===== config.mk =====
export PLATFORM = sky130hd
export DESIGN_NAME = brk_rx_detect
export DESIGN_NICKNAME = d
export VERILOG_FILES = /design/src/rtl/brk_pkg.sv /design/src/rtl/brk_sync.sv /design/src/rtl/brk_width_cnt.sv /design/src/rtl/brk_ctrl.sv /design/src/rtl/brk_rx_detect.sv
export SDC_FILE = /design/constraint.sdc
export NUM_CORES = 1
export LEC_CHECK = 0
export ABC_AREA = 1
export BUFFER_PORTS_ARGS = -buffer_cell sky130_fd_sc_hd__buf_2
export CORE_AREA = 2 2 39 41
export CTS_CLUSTER_DIAMETER = 60
export DETAILED_ROUTE_END_ITERATION = 10
export DIE_AREA = 0 0 41 43
export GPL_TIMING_DRIVEN = 0
export PLACE_DENSITY = 0.61
export SYNTH_ARGS = -nofsm -noshare
export SYNTH_HDL_FRONTEND = slang
export SYNTH_SLANG_ARGS = --single-unit

===== constraint.sdc =====
create_clock -name clk -period 1.2 [get_ports clk]
set_clock_uncertainty 0.1 [all_clocks]
set_input_delay 0.06 -clock clk [delete_from_list [all_inputs] [get_ports clk]]
set_output_delay 0.06 -clock clk [all_outputs]
set_load 0.05 [all_outputs]

===== src/rtl/brk_pkg.sv =====
package brk_pkg;
   typedef enum logic [1:0] {
      ST_IDLE = 2'd0,
      ST_WAIT = 2'd1,
      ST_MEAS = 2'd2
   } brk_state_e;
endpackage


===== src/rtl/brk_sync.sv =====
module brk_sync #(
   parameter int STAGES   = 2,
   parameter bit IDLE_LVL = 1'b1
) (
   input  logic clk,
   input  logic rst_n,
   input  logic line_in,
   output logic line_s,
   output logic fall,
   output logic rise
);
   logic [STAGES-1:0] chain;
   logic              prev;

   generate
      genvar g;
      for (g = 0; g < STAGES; g++) begin : g_stage
         if (g == 0) begin : g_first
            always_ff @(posedge clk or negedge rst_n) begin
               if (!rst_n) chain[0] <= IDLE_LVL;
               else        chain[0] <= line_in;
            end
         end else begin : g_next
            always_ff @(posedge clk or negedge rst_n) begin
               if (!rst_n) chain[g] <= IDLE_LVL;
               else        chain[g] <= chain[g-1];
            end
         end
      end
   endgenerate

   always_ff @(posedge clk or negedge rst_n) begin
      if (!rst_n) prev <= IDLE_LVL;
      else        prev <= chain[STAGES-1];
   end

   assign line_s = chain[STAGES-1];
   assign fall   = prev & ~line_s;
   assign rise   = ~prev & line_s;
endmodule


===== src/rtl/brk_width_cnt.sv =====
module brk_width_cnt #(
   parameter int W = 4
) (
   input  logic         clk,
   input  logic         rst_n,
   input  logic         clr,
   input  logic         inc,
   output logic [W-1:0] cnt
);
   localparam logic [W-1:0] CNT_TOP = {W{1'b1}};

   always_ff @(posedge clk or negedge rst_n) begin
      if (!rst_n)                     cnt <= '0;
      else if (clr)                   cnt <= '0;
      else if (inc && cnt != CNT_TOP) cnt <= cnt + 1'b1;
   end
endmodule


===== src/rtl/brk_ctrl.sv =====
module brk_ctrl
   import brk_pkg::*;
#(
   parameter int W        = 4,
   parameter int MIN_BITS = 11
) (
   input  logic         clk,
   input  logic         rst_n,
   input  logic         en,
   input  logic         arm,
   input  logic         fall,
   input  logic         rise,
   input  logic         tick,
   input  logic [W-1:0] cnt,
   output logic         cnt_clr,
   output logic         cnt_inc,
   output logic         armed,
   output logic         irq,
   output logic         hold
);
   localparam logic [W-1:0] MIN_CNT = W'(MIN_BITS);

   brk_state_e st_q, st_d;
   logic       irq_d;

   always_comb begin
      st_d  = st_q;
      irq_d = 1'b0;
      if (!en) begin
         st_d = ST_IDLE;
      end else begin
         unique case (st_q)
            ST_IDLE: if (arm)  st_d = ST_WAIT;
            ST_WAIT: if (fall) st_d = ST_MEAS;
            ST_MEAS: begin
               if (rise) begin
                  if (cnt >= MIN_CNT) begin
                     irq_d = 1'b1;
                     st_d  = ST_IDLE;
                  end else begin
                     st_d = ST_WAIT;
                  end
               end
            end
            default: st_d = ST_IDLE;
         endcase
      end
   end

   always_ff @(posedge clk or negedge rst_n) begin
      if (!rst_n) begin
         st_q <= ST_IDLE;
         irq  <= 1'b0;
      end else begin
         st_q <= st_d;
         irq  <= irq_d;
      end
   end

   assign cnt_clr = (st_q != ST_MEAS);
   assign cnt_inc = (st_q == ST_MEAS) && tick && !rise;
   assign armed   = (st_q != ST_IDLE);
   assign hold    = (st_q == ST_MEAS) || irq;
endmodule


===== src/rtl/brk_rx_detect.sv =====
module brk_rx_detect #(
   parameter int SYNC_STAGES = 2,
   parameter int MIN_BITS    = 11,
   parameter int CNT_W       = 4
) (
   input  logic clk,
   input  logic rst_n,
   input  logic pwr_en,
   input  logic rx_en,
   input  logic arm_trig,
   input  logic baud_tick,
   input  logic rx,
   output logic armed,
   output logic rx_irq,
   output logic upd_hold
);
   localparam int CNT_LIMIT = (1 << CNT_W) - 1;

   generate
      if (SYNC_STAGES < 2) begin : g_bad_sync
         $error("SYNC_STAGES must be at least 2");
      end
      if (MIN_BITS < 1 || MIN_BITS > CNT_LIMIT) begin : g_bad_min
         $error("MIN_BITS must fit in the width counter");
      end
   endgenerate

   logic         line_s, fall, rise;
   logic         cnt_clr, cnt_inc;
   logic [CNT_W-1:0] cnt;
   logic         en;

   assign en = pwr_en & rx_en;

   brk_sync #(.STAGES(SYNC_STAGES), .IDLE_LVL(1'b1)) u_sync (
      .clk(clk), .rst_n(rst_n), .line_in(rx),
      .line_s(line_s), .fall(fall), .rise(rise)
   );

   brk_width_cnt #(.W(CNT_W)) u_cnt (
      .clk(clk), .rst_n(rst_n), .clr(cnt_clr), .inc(cnt_inc), .cnt(cnt)
   );

   brk_ctrl #(.W(CNT_W), .MIN_BITS(MIN_BITS)) u_ctrl (
      .clk(clk), .rst_n(rst_n), .en(en), .arm(arm_trig),
      .fall(fall), .rise(rise), .tick(baud_tick), .cnt(cnt),
      .cnt_clr(cnt_clr), .cnt_inc(cnt_inc),
      .armed(armed), .irq(rx_irq), .hold(upd_hold)
   );
endmodule


==> run metrics <==
initial antenna violation count=0; R2R Path End=u_cnt.cnt[1]; Synth Warn #=0; Die Wd=~41 µm; GR Util All Layers=14.1%; Total Wirelength=1150 µm; Antenna diodes=0; FF-to-FF Start=u_cnt.cnt[0]; Netlist cell types=17; Placer Congestion=0.751; latest clock arrival within the worst-skew pair=260 ps; Via density=4.83; Synth Area in XOR/XNOR=about 1.6%; Worst R2R Setup Slack=-20 ps; Synth Instances=67; Slew HR=around 81%; Routed WL per cell=11.2 µm; Initial Util=38.4%; P_leak=~0.00038 µW; critical path fanouts, max=4; WP data arrival=1150 ps; WHS=slightly below 60 ps; root buf cell=clkbuf_4; first drt pass iteration count=4; CP Buf/Inv Count=2; slowest CP cell=dfrtp_1; DIE AREA=1760 µm²; WS Path Type=flop to output pin; grt ovf=0; max-cap violations=0; post-synthesis compound-gate area fraction=2.82%; Die H=43 µm; share of cells above drive strength 1=between 40 and 50%; Hold Crit Class=primary input to flop; nets@finish=96; CTS Buffer Depth=2; H-tree depth=1; hold endpoint=u_cnt.cnt[2]; Worst setup SP type=flop; violated checks=negative setup slack; # port buffers=9; Largest stage delay, worst path=400 ps; Crit path max-delay family=flip-flops; max-slew violation count=0; Synth Register Bits=10; synthesized cell area=532 µm²; syn nets=75; Adder-Cell Fraction of Synth Area=around 2.4%; Synth Area in Simple Gates=39.1%; via count of the first global-routing pass=408; Remaining DRCs=0; Hold Crit Depth=4; worst-path cell chain=inv_2, nor2_4, or2_4, buf_8; mux cell area share after synthesis=0%; cts bufs inserted=3; Critical Path RT=1040 ps; TritonCTS clock tree=yes; Core Box Area=around 1400 µm²; pwr dens=1030 nW/µm²; pre-CTS WS=-78.9 ps; initial DRC count=10; status=complete, but fails checks; row cnt=14; Tcrit/Tclk final=109%; antenna violation net count after detailed routing=0; register area share after synthesis=47.8%; largest net degree at the start of global routing=11; worst reg-to-reg path cell count=6; DP Wirelength=approximately 690 µm; Avg Inst Size Synth=7.94 µm²; global-route wire length before repair=1620 µm; clk slew on worst S/H paths=70 ps; Vias=just under 500; RSZ-0062 raised after global routing=yes; Setup crit end kind=output pin; PnR worst setup slack=-113 ps; # IOs=10; clk sinks=10; Max Freq=0.761 GHz; worst slew pin tran=280 ps; min Tclk post-route=1310 ps; largest family of logic cells by synthesized area=simple AND/OR/NAND/NOR gates; final setup fails=5; maximum vdd ir drop=0.837 mV; final hold vios=0; P&R area growth vs syn=42.4%; Hold Path Origin=baud_tick
==> layout make-up <==
cell class                 instances  area, µm²
inverter                           9       33.8
tap                               16       20.0
fill                             147        627
timing repair buffer              16        119
multi-input combinational         48        293
sequential                        10        255
clock buffer                       4       36.3
==> placed cells by master (no fill, tap or decap) <==
master | netlist | layout
xor2_1 | 1 | 1
clkbuf_8 | 0 | 1
nand2_4 | 1 | 2
dfrtp_2 | 0 | 1
nand2_2 | 1 | 1
buf_6 | 0 | 1
inv_2 | 3 | 3
nor2_4 | 1 | 3
dlygate4sd3_1 | 0 | 2
nand4_1 | 2 | 2
ha_4 | 0 | 1
inv_1 | 6 | 6
nand3_1 | 5 | 4
nand3_2 | 2 | 3
nor2_2 | 0 | 1
buf_4 | 0 | 5
buf_2 | 0 | 7
nand2_1 | 19 | 18
buf_8 | 0 | 1
clkbuf_4 | 0 | 3
nor2_1 | 10 | 7
a21oi_1 | 3 | 2
or2_4 | 0 | 1
dfrtp_1 | 7 | 6
dfstp_2 | 3 | 3
a21oi_2 | 0 | 1
nor4_1 | 1 | 1
==> worst min-delay path: stages <==
cell and delay, ps:
buf_2 100, nand3_2 100, nand2_1 70, a21oi_1 60
==> power breakdown <==
part / switching (µW) / internal [µW]
clock network: 113 / 184
registers: 10.3 / 352
logic: 72.5 / 46.8
total: 196 / 583
==> per-stage QoR <==
stage / util [%] / TNS (ps) / instance area [µm²] / total power (µW) / instances
after global routing: 54.7 / -639 / 757 / 828 / 103
final: 54.7 / -232 / 757 / 778 / 103
after CTS: 50.4 / -234 / 697 / 775 / 101
after global placement: 43.3 / -180 / 599 / 452 / 92
after floorplan: - / 0 / 534 / 424 / 67
after detailed placement: 43.3 / -303 / 599 / 453 / 92
==> synth_stat cells <==
master	count	area [µm²]
dfstp_2	3	78.8
inv_1	6	22.5
nand2_4	1	11.3
inv_2	3	11.3
or2_2	1	6.26
nand3_2	2	20.0
nor4_1	1	6.26
nand2_2	1	6.26
nand4_1	2	12.5
nand2_1	19	71.3
a21oi_1	3	15.0
dfrtp_1	7	175
ha_1	1	12.5
xor2_1	1	8.76
nor2_4	1	11.3
nor2_1	10	37.5
nand3_1	5	25.0
==> repair_timing <==
item                                    CTS  global route
buffers inserted                          3             2
endpoints found under the setup margin    7             8
hold buffers                              2             0
gates resized for setup                   6            11
pin swaps                                 1             5
endpoints found under the hold margin    11             0
==> metal layers <==
| metal | routed length (µm) | share of wire, % | up-vias | global-route usage [%] |
|---|---|---|---|---|
| met2 | 609 | 53 | 8 | 22.2 |
| met1 | 486 | 42 | 236 | 14.7 |
| met5 | 0 | 0 | - | 0 |
| met3 | 54 | 4.7 | 0 | 9.42 |
| met4 | 0 | 0 | 0 | 4.00 |
| li1 | - | - | 253 | - |
==> how the worst max path moves through the flow <==
stage / from / to / depth (start not counted) / slack (ps)
4_1_cts: u_ctrl.st_q[1] / upd_hold / 4 / -120
2_1_floorplan: u_ctrl.irq / upd_hold / 1 / 10
6_report: u_ctrl.st_q[1] / upd_hold / 4 / -110
3_5_place_dp: u_cnt.cnt[0] / u_cnt.cnt[0] / 7 / -80
3_3_place_gp: u_cnt.cnt[0] / u_cnt.cnt[0] / 7 / -50
5_1_grt: u_ctrl.st_q[1] / upd_hold / 4 / -170
==> cells by family after synthesis <==
| group | count (synthesis) |
|---|---|
| simple gates | 43 |
| flops | 10 |
| buf+inv | 9 |
| compound gates | 3 |
| xor+xnor | 1 |
| fa+ha+maj | 1 |
==> sequential cells by signal, indices dropped and copies added, names as in the netlist <==
name and flops:
u_cnt.cnt 4, u_ctrl.st_q 2, u_ctrl.irq 1, u_sync.line_s 1
u_sync.prev 1, u_sync.chain 1
(Power assumes the default switching activity.)
